**src/rtl/smc_snoop_pkg.sv**
```systemverilog
package smc_snoop_pkg;
  localparam int unsigned N_STRUCT = 3;

  typedef enum logic [1:0] {
    ACT_PROCEED      = 2'd0,
    ACT_RETRY_NC     = 2'd1,
    ACT_RETRY_CACHED = 2'd2,
    ACT_FORWARDED    = 2'd3
  } snp_act_e;

  typedef enum logic [2:0] {
    S_IDLE, S_PROBE_I, S_PROBE_D, S_INV_I, S_WB, S_FWD, S_INV_D, S_FIN
  } snp_state_e;

  typedef enum logic [1:0] {
    K_DRD, K_DWR, K_IRD
  } miss_kind_e;
endpackage

```
**src/rtl/smc_miss_arb.sv**
```systemverilog
module smc_miss_arb
  import smc_snoop_pkg::*;
#(
  parameter int unsigned ADDR_W = 32
) (
  input  logic              idle_i,
  input  logic              dmiss_valid_i,
  input  logic              dmiss_write_i,
  input  logic [ADDR_W-1:0] dmiss_addr_i,
  input  logic              imiss_valid_i,
  input  logic [ADDR_W-1:0] imiss_addr_i,
  output logic              dack_o,
  output logic              iack_o,
  output logic              grant_o,
  output miss_kind_e        kind_o,
  output logic [ADDR_W-1:0] addr_o
);
  // data side wins a same-cycle collision
  assign dack_o  = idle_i & dmiss_valid_i;
  assign iack_o  = idle_i & imiss_valid_i & ~dmiss_valid_i;
  assign grant_o = dack_o | iack_o;

  always_comb begin
    if (dmiss_valid_i) begin
      kind_o = dmiss_write_i ? K_DWR : K_DRD;
      addr_o = dmiss_addr_i;
    end else begin
      kind_o = K_IRD;
      addr_o = imiss_addr_i;
    end
  end
endmodule

```
**src/rtl/smc_probe_eval.sv**
```systemverilog
module smc_probe_eval #(
  parameter int unsigned N = 3
) (
  input  logic [N-1:0] isnp_hit_i,
  input  logic [N-1:0] dsnp_hit_i,
  input  logic [N-1:0] dsnp_mod_i,
  output logic         i_any_o,
  output logic         d_any_o,
  output logic         d_dirty_o
);
  logic [N-1:0] dirty_vec;

  // a modified flag only counts where the structure also hits
  for (genvar g = 0; g < N; g++) begin : g_dirty
    assign dirty_vec[g] = dsnp_hit_i[g] & dsnp_mod_i[g];
  end

  assign i_any_o   = |isnp_hit_i;
  assign d_any_o   = |dsnp_hit_i;
  assign d_dirty_o = |dirty_vec;
endmodule

```
**src/rtl/smc_seq_fsm.sv**
```systemverilog
module smc_seq_fsm
  import smc_snoop_pkg::*;
#(
  parameter int unsigned ADDR_W = 32,
  parameter int unsigned LINE_W = 256,
  parameter int unsigned N      = 3
) (
  input  logic              clk_i,
  input  logic              rst_ni,
  input  logic              grant_i,
  input  miss_kind_e        kind_i,
  input  logic [ADDR_W-1:0] addr_i,
  input  logic              i_any_i,
  input  logic              d_any_i,
  input  logic              d_dirty_i,
  input  logic [N-1:0]      isnp_hit_i,
  input  logic [N-1:0]      dsnp_hit_i,
  input  logic              wb_ack_i,
  input  logic [LINE_W-1:0] wb_data_i,
  output logic              idle_o,
  output logic              probe_i_valid_o,
  output logic              probe_d_valid_o,
  output logic [ADDR_W-1:0] probe_addr_o,
  output logic              ivict_o,
  output logic [N-1:0]      ivict_mask_o,
  output logic              wb_req_o,
  output logic [ADDR_W-1:0] wb_addr_o,
  output logic              fwd_valid_o,
  output logic [ADDR_W-1:0] fwd_addr_o,
  output logic [LINE_W-1:0] fwd_data_o,
  output logic              dinv_o,
  output logic [N-1:0]      dinv_mask_o,
  output logic              done_o,
  output logic [1:0]        done_action_o,
  output logic              done_src_o,
  output logic [ADDR_W-1:0] done_addr_o
);
  snp_state_e        state_q, state_d;
  miss_kind_e        kind_q;
  logic [ADDR_W-1:0] addr_q;
  logic [N-1:0]      mask_q;
  snp_act_e          act_q, act_d;
  logic [LINE_W-1:0] data_q;

  always_comb begin
    state_d = state_q;
    act_d   = act_q;
    unique case (state_q)
      S_IDLE: if (grant_i) state_d = (kind_i == K_IRD) ? S_PROBE_D : S_PROBE_I;
      S_PROBE_I: begin
        if (!i_any_i) begin
          state_d = S_FIN;
          act_d   = ACT_PROCEED;
        end else if (kind_q == K_DWR) begin
          state_d = S_INV_I;
          act_d   = ACT_PROCEED;
        end else begin
          state_d = S_FIN;
          act_d   = ACT_RETRY_NC;
        end
      end
      S_PROBE_D: begin
        if (!d_any_i) begin
          state_d = S_FIN;
          act_d   = ACT_PROCEED;
        end else if (d_dirty_i) begin
          state_d = S_WB;
          act_d   = ACT_FORWARDED;
        end else begin
          state_d = S_INV_D;
          act_d   = ACT_RETRY_CACHED;
        end
      end
      S_INV_I: state_d = S_FIN;
      S_WB:    if (wb_ack_i) state_d = S_FWD;
      S_FWD:   state_d = S_INV_D;
      S_INV_D: state_d = S_FIN;
      S_FIN:   state_d = S_IDLE;
      default: state_d = S_IDLE;
    endcase
  end

  always_ff @(posedge clk_i or negedge rst_ni) begin
    if (!rst_ni) begin
      state_q <= S_IDLE;
      kind_q  <= K_DRD;
      addr_q  <= '0;
      mask_q  <= '0;
      act_q   <= ACT_PROCEED;
      data_q  <= '0;
    end else begin
      state_q <= state_d;
      act_q   <= act_d;
      if (state_q == S_IDLE && grant_i) begin
        kind_q <= kind_i;
        addr_q <= addr_i;
      end
      if (state_q == S_PROBE_I) mask_q <= isnp_hit_i;
      if (state_q == S_PROBE_D) mask_q <= dsnp_hit_i;
      if (state_q == S_WB && wb_ack_i) data_q <= wb_data_i;
    end
  end

  assign idle_o          = (state_q == S_IDLE);
  assign probe_i_valid_o = (state_q == S_PROBE_I);
  assign probe_d_valid_o = (state_q == S_PROBE_D);
  assign probe_addr_o    = addr_q;
  assign ivict_o         = (state_q == S_INV_I);
  assign ivict_mask_o    = mask_q;
  assign wb_req_o        = (state_q == S_WB);
  assign wb_addr_o       = addr_q;
  assign fwd_valid_o     = (state_q == S_FWD);
  assign fwd_addr_o      = addr_q;
  assign fwd_data_o      = data_q;
  assign dinv_o          = (state_q == S_INV_D);
  assign dinv_mask_o     = mask_q;
  assign done_o          = (state_q == S_FIN);
  assign done_action_o   = act_q;
  assign done_src_o      = (kind_q == K_IRD);
  assign done_addr_o     = addr_q;
endmodule

```
**src/rtl/smc_snoop_ctrl.sv**
```systemverilog
module smc_snoop_ctrl
  import smc_snoop_pkg::*;
#(
  parameter int unsigned ADDR_W = 32,
  parameter int unsigned LINE_W = 256
) (
  input  logic                clk_i,
  input  logic                rst_ni,
  input  logic                dmiss_valid_i,
  input  logic                dmiss_write_i,
  input  logic [ADDR_W-1:0]   dmiss_addr_i,
  output logic                dmiss_ack_o,
  input  logic                imiss_valid_i,
  input  logic [ADDR_W-1:0]   imiss_addr_i,
  output logic                imiss_ack_o,
  output logic                probe_i_valid_o,
  output logic                probe_d_valid_o,
  output logic [ADDR_W-1:0]   probe_addr_o,
  input  logic [N_STRUCT-1:0] isnp_hit_i,
  input  logic [N_STRUCT-1:0] dsnp_hit_i,
  input  logic [N_STRUCT-1:0] dsnp_mod_i,
  output logic                ivict_o,
  output logic [N_STRUCT-1:0] ivict_mask_o,
  output logic                wb_req_o,
  output logic [ADDR_W-1:0]   wb_addr_o,
  input  logic                wb_ack_i,
  input  logic [LINE_W-1:0]   wb_data_i,
  output logic                fwd_valid_o,
  output logic [ADDR_W-1:0]   fwd_addr_o,
  output logic [LINE_W-1:0]   fwd_data_o,
  output logic                dinv_o,
  output logic [N_STRUCT-1:0] dinv_mask_o,
  output logic                done_o,
  output logic [1:0]          done_action_o,
  output logic                done_src_o,
  output logic [ADDR_W-1:0]   done_addr_o
);
  logic              idle, grant, i_any, d_any, d_dirty;
  miss_kind_e        kind;
  logic [ADDR_W-1:0] arb_addr;

  smc_miss_arb #(.ADDR_W(ADDR_W)) u_arb (
    .idle_i        (idle),
    .dmiss_valid_i (dmiss_valid_i),
    .dmiss_write_i (dmiss_write_i),
    .dmiss_addr_i  (dmiss_addr_i),
    .imiss_valid_i (imiss_valid_i),
    .imiss_addr_i  (imiss_addr_i),
    .dack_o        (dmiss_ack_o),
    .iack_o        (imiss_ack_o),
    .grant_o       (grant),
    .kind_o        (kind),
    .addr_o        (arb_addr)
  );

  smc_probe_eval #(.N(N_STRUCT)) u_eval (
    .isnp_hit_i (isnp_hit_i),
    .dsnp_hit_i (dsnp_hit_i),
    .dsnp_mod_i (dsnp_mod_i),
    .i_any_o    (i_any),
    .d_any_o    (d_any),
    .d_dirty_o  (d_dirty)
  );

  smc_seq_fsm #(.ADDR_W(ADDR_W), .LINE_W(LINE_W), .N(N_STRUCT)) u_fsm (
    .clk_i           (clk_i),
    .rst_ni          (rst_ni),
    .grant_i         (grant),
    .kind_i          (kind),
    .addr_i          (arb_addr),
    .i_any_i         (i_any),
    .d_any_i         (d_any),
    .d_dirty_i       (d_dirty),
    .isnp_hit_i      (isnp_hit_i),
    .dsnp_hit_i      (dsnp_hit_i),
    .wb_ack_i        (wb_ack_i),
    .wb_data_i       (wb_data_i),
    .idle_o          (idle),
    .probe_i_valid_o (probe_i_valid_o),
    .probe_d_valid_o (probe_d_valid_o),
    .probe_addr_o    (probe_addr_o),
    .ivict_o         (ivict_o),
    .ivict_mask_o    (ivict_mask_o),
    .wb_req_o        (wb_req_o),
    .wb_addr_o       (wb_addr_o),
    .fwd_valid_o     (fwd_valid_o),
    .fwd_addr_o      (fwd_addr_o),
    .fwd_data_o      (fwd_data_o),
    .dinv_o          (dinv_o),
    .dinv_mask_o     (dinv_mask_o),
    .done_o          (done_o),
    .done_action_o   (done_action_o),
    .done_src_o      (done_src_o),
    .done_addr_o     (done_addr_o)
  );
endmodule

```
**config.mk**
```make
export PLATFORM = sky130hd
export DESIGN_NAME = smc_snoop_ctrl
export DESIGN_NICKNAME = d
export VERILOG_FILES = /design/src/rtl/smc_snoop_pkg.sv /design/src/rtl/smc_miss_arb.sv /design/src/rtl/smc_probe_eval.sv /design/src/rtl/smc_seq_fsm.sv /design/src/rtl/smc_snoop_ctrl.sv
export SDC_FILE = /design/constraint.sdc
export NUM_CORES = 1
export LEC_CHECK = 0
export BUFFER_PORTS_ARGS = -buffer_cell sky130_fd_sc_hd__clkbuf_2
export CAP_MARGIN = 5
export CORE_AREA = 2 2 289 291
export CTS_CLUSTER_SIZE = 14
export DETAILED_ROUTE_END_ITERATION = 6
export DIE_AREA = 0 0 291 293
export PLACE_DENSITY = 0.36
export SYNTH_ARGS = -nofsm -noshare
export SYNTH_HDL_FRONTEND = slang
export SYNTH_SLANG_ARGS = --single-unit
```
**constraint.sdc**
```tcl
create_clock -name clk_i -period 4.59 [get_ports clk_i]
set_input_delay 0.459 -clock clk_i [delete_from_list [all_inputs] [get_ports clk_i]]
set_output_delay 0.459 -clock clk_i [all_outputs]
set_load 0.02 [all_outputs]
```
### Word level (Yosys, flattened, before mapping)

Index checks and enable logic that the tools add are counted.

| cells by class | value |
|---|---|
| equality and inequality tests | 12 |
| muxes and demuxes | 18 |
| bitwise logic cells | 8 |
| reductions and logical operators | 9 |

Operators with widths:

| kind | count |
|---|---|
| two-way mux 32 bit | 1 |
| two-way mux 3 bit | 7 |
| one-hot mux 3 bit (7 select lines) | 1 |
| equality test 3 bit (second input constant) | 4 |
| two-way mux 2 bit | 5 |
| OR reduction 3 bit | 3 |
| bitwise AND 1 bit | 6 |
| equality test 3 x 2 -> 1 bit (second input constant) | 2 |
| equality test 2 bit (second input constant) | 2 |
| != test 2 x 1 -> 1 bit (second input constant) | 2 |
| one-hot mux 2 bit (2 select lines) | 1 |
| equality test 3 x 1 -> 1 bit (second input constant) | 1 |
| zero test 3 bit | 1 |
| two-way mux 1 bit | 3 |
| equality test 2 x 1 -> 1 bit (second input constant) | 1 |
| logical AND 1 bit | 2 |
| AND reduction 2 bit | 1 |
| nonzero test 2 bit | 1 |
| OR reduction 2 bit | 1 |
| NOT 1 bit | 1 |
| OR 1 bit | 1 |

| word-level totals | value |
|---|---|
| register bits after elaboration | 298 |
| logic and storage cells | 53 |

### Longest topological paths before layout

Gate-level depths: netlist (run 1).

| depth | value |
|---|---|
| word-level depth | 6 |
| depth in mapped cells | 6 |
| depth with buffers taken out | 4 |

### Modules after synthesis

Synthesis (run 1) repeated with hierarchy kept, for this count alone.

| unflattened totals | value |
|---|---|
| cell total of the unflattened synthesis | 813 |
| area total of the unflattened synthesis | 13,783.2 µm² |

Modules (own cells, without submodules):

| module | times used | cells an instance | area each (µm²) |
|---|---|---|---|
| smc_seq_fsm | 1 | 768 | 13,207.7 |
| smc_miss_arb | 1 | 41 | 549.3 |
| smc_probe_eval | 1 | 4 | 26.3 |

### Worst setup path before layout (run 1)

No wires, ideal clock.

| timing | value |
|---|---|
| kind | input-to-output |
| start | in dmiss_valid_i |
| end | out imiss_ack_o |
| arrival | 1.632 ns |
| data required time | 4.131 ns |
| path slack | 2.499 ns |
| stages | 4 |
| buffers on the path | 2 |
| path through | buf_2 > buf_1 > nand2b_1 > nor4_1 |

| on the way | value |
|---|---|
| word-level cells in the longest chain between the ends | 2 |

RTL lines:

| item | RTL line | source |
|---|---|---|
| start: declaration | smc_snoop_ctrl.sv:9 | `input logic dmiss_valid_i,` |
| NOT 1 bit | smc_miss_arb.sv:20 | `assign iack_o = idle_i & imiss_valid_i & ~dmiss_valid_i;` |
| bitwise AND 1 bit | smc_miss_arb.sv:20 |  |
| end: declaration | smc_snoop_ctrl.sv:15 | `output logic imiss_ack_o,` |

Every way passes these cells.

### Worst setup path after layout (run 1)

| timing | value |
|---|---|
| start | reg u_fsm.state_q[0] |
| end | out probe_i_valid_o |

| on the way | value |
|---|---|
| word-level cells in the longest chain between the ends | 1 |

RTL lines:

| item | RTL line | source |
|---|---|---|
| start: declaration | smc_seq_fsm.sv:38 | `snp_state_e state_q, state_d;` |
| start signal: assignment | smc_seq_fsm.sv:92 | `state_q <= state_d;` |
| equality test 3 x 1 -> 1 bit | smc_seq_fsm.sv:105 | `assign probe_i_valid_o = (state_q == S_PROBE_I);` |
| end: declaration | smc_snoop_ctrl.sv:16 | `output logic probe_i_valid_o,` |

Every way passes these cells.

==> results of run 1 <==
sequential cells by signal, summed over array words and instances, names as in the netlist:
register             flops
u_fsm.dinv_mask_o        3
u_fsm.done_action_o      2
u_fsm.done_addr_o       32
u_fsm.fwd_data_o       256
u_fsm.kind_q             2
u_fsm.state_q            3
per-stage QoR:
stage	area (um2)	hold WS [ns]
CTS	18700	0.07645
detailed placement	17480	0.4912
finish	18700	0.1269
global route	18700	0.08072
floorplan	13410	0.1634
global placement	17480	0.4916
cell usage after synthesis, drive strengths merged:
master / number / area, um2
nor4: 1 / 6.260
a211oi: 1 / 7.510
nor3b: 1 / 12.51
nand3b: 1 / 7.510
a22oi: 1 / 7.510
mux2i: 3 / 30.03
mux2: 320 / 4504
or3b: 1 / 8.760
nand2: 6 / 22.52
o21bai: 1 / 7.510
nor2b: 3 / 18.77
buf: 137 / 1122
clkbuf: 4 / 15.01
nand2b: 2 / 12.51
inv: 2 / 7.500
a222oi: 1 / 10.01
and3: 2 / 12.51
o2bb2ai: 1 / 8.760
and2: 2 / 12.51
nor2: 7 / 26.28
nor3: 4 / 25.02
a21oi: 4 / 20.02
dfrtp: 298 / 7457
o21ai: 4 / 20.02
a2111oi: 1 / 8.760
o21a: 2 / 15.01
power breakdown:
group          leakage (nW)  switching [mW]  total (mW)  internal (mW)
logic                  5.30            3.98        7.15           3.16
clock network         0.606            1.21        2.92           1.71
registers              3.57           0.965        4.94           3.97
worst paths after layout:
path	depth (start not counted)	startpoint	slack, ns	endpoint
min	2	dmiss_write_i	0.13	u_fsm.kind_q[0]
max	3	u_fsm.state_q[0]	2.12	probe_i_valid_o
min reg2reg	1	u_fsm.fwd_data_o[250]	0.50	u_fsm.fwd_data_o[250]
max in group asynchronous	3	rst_ni	3.02	u_fsm.fwd_data_o[154]
min in group asynchronous	2	rst_ni	0.53	u_fsm.fwd_data_o[171]
max reg2reg	4	u_fsm.state_q[1]	2.15	u_fsm.fwd_data_o[39]
cell type report:
type	count	area, um2
fill	8774	63150
clock inverter	13	86.33
tap	1070	1339
sequential	298	7457
timing repair buffer	752	3879
inverter	2	7.507
clock buffer	54	1122
multi-input combinational	369	4810
critical path: stages (launching register included):
cell and delay [ns]:
dfrtp_1 0.56, or3b_2 0.61, inv_2 0.11, clkbuf_2 0.17
cells in the final DEF, fill, tap and decap left out, types with 2 or more instances in the layout:
cell,n
a21oi_1,4
and2_1,2
buf_12,5
buf_4,10
clkbuf_1,6
clkbuf_16,39
clkbuf_2,735
clkbuf_8,9
clkinv_2,10
dfrtp_1,298
mux2_1,29
mux2_2,51
mux2_4,240
mux2i_1,3
nand2_1,6
nand2b_1,2
nor2_1,7
nor2b_1,3
nor3_1,3
o21a_1,2
o21ai_0,4
logic make-up (layout without fill, tap and decap cells):
group / after synthesis / count (layout) / share of synthesized area, %
muxes: 323 / 323 / 33.82
and+or+nand+nor: 30 / 30 / 1.232
DFF: 298 / 298 / 55.62
buffers and inverters: 143 / 821 / 8.539
AOI/OAI and AO/OA: 16 / 16 / 0.7840
metal layers:
metal / GRT usage (%) / vias up / routed length (um)
li1: - / 4001 / -
met1: 11.79 / 4354 / 17210
met2: 17.38 / 360 / 22900
met3: 2.557 / 65 / 2672
met4: 3.513 / 2 / 1217
met5: 0 / - / 13
==> results.py, run 1 <==
metrics = {
    "routing": {
        "drc": 0,
        "avgViaCountPerCell": 3.433,
        "drt-wirelength-per-cell_um": 17.21,
        "wirelength_mm": 44.02,
        "drt_iter0_drc": 232,
        "dr_total_vias": 8782,
        "detail-route-antenna-nets": 0,
        "dr.pass1.iters": 4,
    },
    "floorplanning": {
        "die_x_um": 291,
        "start_util_pct": 16.38,
        "io_pins": 737,
        "rows": 105,
        "core-area_um2": 81850,
        "dieArea_um2": 85260,
        "die_h_um": 293,
    },
    "finish": {
        "area_delta_synth_final_pct": 39.49,
        "fin_util_pct": 22.85,
        "antenna_cells": 0,
        "fin_cells": 2558,
        "layout-drive-gt1-share_pct": 74.46,
        "fin_nets": 1796,
    },
    "timing": {
        "slew_headroom_pct": 51.75,
        "worstMarginPinSlew_ns": 0.7237,
        "hold_viol": 0,
        "final.period_utilization_pct": 53.71,
        "setup_tns_ns": 0,
        "setup_viol": 0,
        "finalClockSkew_ns": 0.01689,
        "final-max-slew-violation-count": 0,
        "worst_slack_ns": 2.125,
        "fmax_mhz": 405.7,
        "period_needed_ns": 2.465,
        "grt_setup_unrepaired": "false",
    },
    "place": {
        "routabilityCongestion": 0.7553,
        "hpwl_mm": 34.00,
        "io_buffer_count": 736,
        "post-place-ws_ns": 2.080,
        "placed_cells": 2490,
    },
    "global_routing": {
        "grt-ovfl-total": 0,
        "grtUsageTotal_pct": 9.953,
        "grt_pass1_vias": 9581,
        "grt_antenna_before_repair": 3,
        "grt_pass1_wl_mm": 64.77,
        "grt_max_degree": 95,
    },
    "clock_tree": {
        "h-tree-depth": 2,
        "cts_root_buffer": "clkbuf_16",
        "cts_tree": "yes",
        "hold_buffers": 1,
        "cts-buffers-inserted": 38,
        "post_cts_resized": 0,
        "post_cts_buffers": 0,
        "clock_path_buffers": 3,
        "clkTransAtPathRegs_ns": 0.06,
        "clock_latency_ns": 0.55,
        "cts_sinks": 298,
    },
    "synthesis": {
        "ys_ff_latch": 298,
        "synth_cells": 810,
        "ys_warn_count": 0,
        "syn_avg_cell_area_um2": 16.55,
        "ys_types": 33,
        "synth_fp_nets": 1145,
        "ys_seq_area_share_pct": 55.62,
        "synth_area_um2": 13410,
    },
    "pwr": {
        "finalPower_mw": 15.00,
        "pwr_density_cell_nw_per_um2": 802.0,
        "p_leak_nw": 9.482,
        "peakVddDrop_uv": 342.6,
    },
    "setup_path": {
        "cp-start-kind": "flop",
        "critPathMaxFanout": 12,
        "worst_setup_path_end_kind": "primary output",
        "required_ns": 4.13,
        "crit_type": "flop to primary output",
        "worstPathArrival_ns": 2.01,
    },
    "flow_run": {
        "maxCapViolCount": 0,
    },
    "hold_path": {
        "min_path_type": "input pin to flop",
    },
    "status": {
        "status": "complete, no violations",
    },
}
(Power assumes the default switching activity.)
==> run 2: changes to the inputs <==
--- a/config.mk
+++ b/config.mk
@@ -5,13 +5,14 @@
 export SDC_FILE = /design/constraint.sdc
 export NUM_CORES = 1
 export LEC_CHECK = 0
+export ABC_AREA = 1
 export BUFFER_PORTS_ARGS = -buffer_cell sky130_fd_sc_hd__clkbuf_2
 export CAP_MARGIN = 5
-export CORE_AREA = 2 2 289 291
+export CORE_AREA = 2 2 284 286
 export CTS_CLUSTER_SIZE = 14
 export DETAILED_ROUTE_END_ITERATION = 6
-export DIE_AREA = 0 0 291 293
-export PLACE_DENSITY = 0.36
+export DIE_AREA = 0 0 286 288
+export PLACE_DENSITY = 0.37
 export SYNTH_ARGS = -nofsm -noshare
 export SYNTH_HDL_FRONTEND = slang
 export SYNTH_SLANG_ARGS = --single-unit
==> constraint.sdc (replaced) <==
create_clock -name clk_i -period 2.05 [get_ports clk_i]
set_input_delay 0.205 -clock clk_i [delete_from_list [all_inputs] [get_ports clk_i]]
set_output_delay 0.205 -clock clk_i [all_outputs]
set_load 0.02 [all_outputs]
==> run 2 against run 1 <==
  * Global-route usage increased by 3.2 points
  * Sequential cell count unchanged
  * Worst hold slack lost 0.076 ns
  * Power grew 120%
  * Cell area rose by 16%
  * Die area down 3.4%
  * Final cell count grew 37%
  * Clock power rose by 140%
==> results.py, run 2 <==
metrics = {
    "synthesis": {
        "yosys-top-cells-count": "581 x nand2_1, 298 x dfrtp_1, 263 x nand3_1, 114 x buf_4, 58 x o21ai_0",
        "ys_warn_count": 0,
        "syn_avg_cell_area_um2": 8.717,
        "synth_top_area_cell": "dfrtp_1",
        "ys_ff_latch": 298,
        "async_flop_share_pct": 100.0,
        "synth_fp_nets": 1819,
        "synth.area.top_cells": "dfrtp_1 58%, nand2_1 17%, nand3_1 10%",
        "netlist.area_leader.share_pct": 57.65,
        "synth-edff-count": 0,
        "synth_cells": 1484,
        "synth_flop_cell": "dfrtp_1",
        "synth.most_common_cell": "nand2_1",
        "synth_area_um2": 12940,
        "ys_seq_area_share_pct": 57.65,
        "ys_types": 22,
    },
    "routing": {
        "drt-wirelength-per-cell_um": 16.41,
        "avgViaCountPerCell": 3.891,
        "dr_total_vias": 13630,
        "wirelength_mm": 57.49,
        "dr.pass1.iters": 5,
        "detail-route-antenna-nets": 0,
        "drt_iter0_drc": 576,
        "drc": 0,
    },
    "floorplanning": {
        "core-area_um2": 79640,
        "io_pins": 737,
        "die_x_um": 286,
        "start_util_pct": 16.24,
        "dieArea_um2": 82370,
        "rows": 104,
        "die_h_um": 288,
    },
    "setup_path": {
        "r2r-start": "u_fsm.state_q[2]",
        "worstPathArrival_ns": 1.72,
        "r2r_setup_slack_ns": 0.13,
        "required_ns": 1.85,
        "critPathMaxFanout": 4,
        "rr_worst_depth": 9,
        "r2r-end": "u_fsm.fwd_data_o[55]",
        "crit_type": "flop to primary output",
        "cp-start-kind": "flop",
        "worst_setup_path_end_kind": "primary output",
    },
    "pwr": {
        "p_clk_share_pct": 21.3,
        "pwr_density_cell_nw_per_um2": 1490,
        "power_frac_comb_pct": 46.4,
        "pwr-share-seq_pct": 32.3,
        "finalPower_mw": 32.34,
        "sw_frac_of_total_pct": 45.83,
        "peakVddDrop_uv": 513.4,
        "p_switching_mw": 14.82,
        "intPower_mw": 17.52,
        "p_leak_nw": 11.79,
    },
    "finish": {
        "fin_cells": 3503,
        "layout_common_cells": "733 x clkbuf_2, 577 x nand2_1, 296 x dlygate4sd3_1, 296 x dfrtp_1, 262 x nand3_1",
        "stdcell_area_um2": 21700,
        "largest_reg_flops": 256,
        "fin_util_pct": 27.25,
        "fin_nets": 2749,
        "layout-drive-gt1-share_pct": 36.94,
        "area_delta_synth_final_pct": 67.76,
        "final_common_cell": "clkbuf_2",
    },
    "global_routing": {
        "grt_antenna_before_repair": 7,
        "grt_max_degree": 85,
        "grtUsageTotal_pct": 13.19,
        "grt_pass1_wl_mm": 84.35,
        "grt-ovfl-total": 0,
        "grt_pass1_vias": 13940,
    },
    "hold_path": {
        "min_path_type": "input pin to flop",
        "hold_end": "u_fsm.done_addr_o[12]",
        "hp-start": "imiss_addr_i[12]",
        "holdPathStages": 4,
    },
    "clock_tree": {
        "cts_root_buffer": "clkbuf_16",
        "clock_latency_ns": 0.56,
        "cts_sinks": 298,
        "clkTransAtPathRegs_ns": 0.05,
        "cts-buffers-inserted": 39,
        "clock_path_buffers": 3,
        "cts_tree": "yes",
        "h-tree-depth": 2,
    },
    "timing": {
        "final.period_utilization_pct": 94.03,
        "worstMarginPinSlew_ns": 0.5515,
        "finalClockSkew_ns": 0.01423,
        "final-max-slew-violation-count": 0,
        "slew_headroom_pct": 63.23,
        "setup_viol": 0,
        "grt_setup_unrepaired": "true",
        "hold_viol": 0,
        "period_needed_ns": 1.928,
        "fmax_mhz": 518.8,
        "holdWs_ns": 0.05057,
    },
    "place": {
        "placed_cells": 3120,
        "routabilityCongestion": 0.8142,
        "io_buffer_count": 736,
        "hpwl_mm": 41.12,
        "placed_cell_area_um2": 17230,
    },
    "flow_run": {
        "maxCapViolCount": 0,
    },
    "status": {
        "status": "complete, no violations",
    },
}
-- run 2: power groups by stage --
stage                     logic (mW)  registers (mW)  clock network, mW
after floorplan                 6.44            13.3                  0
after global placement          14.3            10.5                  0
after detailed placement        14.3            10.5                  0
after CTS                       15.1            10.5               7.20
after global routing            16.4            10.8               7.38
final                           15.0            10.5               6.87
-- run 2: cells by family after synthesis --
family                 count (synthesis)  share of synthesized area [%]
AO/OA/AOI/OAI                         70                          2.728
AND/OR/NAND/NOR                      897                          29.40
XOR/XNOR                               1                        0.06772
buffers and inverters                218                          10.16
flip-flops                           298                          57.65
-- run 2: worst max-delay path by stage --
stage               slack, ns        startpoint                   end  cells after the start
floorplan                0.64  u_fsm.state_q[1]           imiss_ack_o                      5
global placement         0.19  u_fsm.state_q[0]  u_fsm.fwd_data_o[74]                      7
global route            -0.02  u_fsm.state_q[2]  u_fsm.fwd_data_o[55]                      9
CTS                      0.02  u_fsm.state_q[2]              wb_req_o                      5
finish                   0.12  u_fsm.state_q[1]           imiss_ack_o                      5
detailed placement       0.17  u_fsm.state_q[0]  u_fsm.fwd_data_o[74]                      7
-- run 2: stage by stage --
| step | setup TNS [ns] | worst slack (ns) |
|---|---|---|
| after detailed placement | 0 | 0.1742 |
| after global placement | 0 | 0.1854 |
| final | 0 | 0.1224 |
| after global routing | -0.2446 | -0.02071 |
| after CTS | 0 | 0.02418 |
| after floorplan | 0 | 0.6410 |
-- run 2: per-layer routing --
layer  vias to the layer above  track usage [%]  share of wire (%)
met5                         -                0              0.049
met4                         6            4.634                3.1
met3                        94            4.081                7.9
met2                       537            22.63                 49
met1                      6494            15.50                 40
li1                       6499                -                  -
-- run 2: worst max-delay path, stage by stage, from the launching register on --
cell and delay [ns]:
dfrtp_2 0.43, nor2_2 0.13, o211ai_1 0.12, bufbuf_16 0.29, nor2_2 0.07, buf_4 0.14
-- run 2: area by class of cell --
cell class / count / area [um2]
fillers: 8692 / 57930
flip-flops and latches: 298 / 7460
repair buffers: 1088 / 7360
multi-input cells: 968 / 4212
well taps: 1060 / 1326
clock buffers: 54 / 1102
clock inverters: 12 / 161.4
inverters: 19 / 71.32
diodes: 4 / 10.01
-- run 2: what timing repair did --
action / CTS / global route
endpoints found under the setup margin: 4 / 22
resized for setup: 6 / 11
hold buffers: 296 / 0
cloned: 3 / 1
pin swaps: 2 / 1
setup buffers: 12 / 1
hold endpoints to repair: 332 / 0
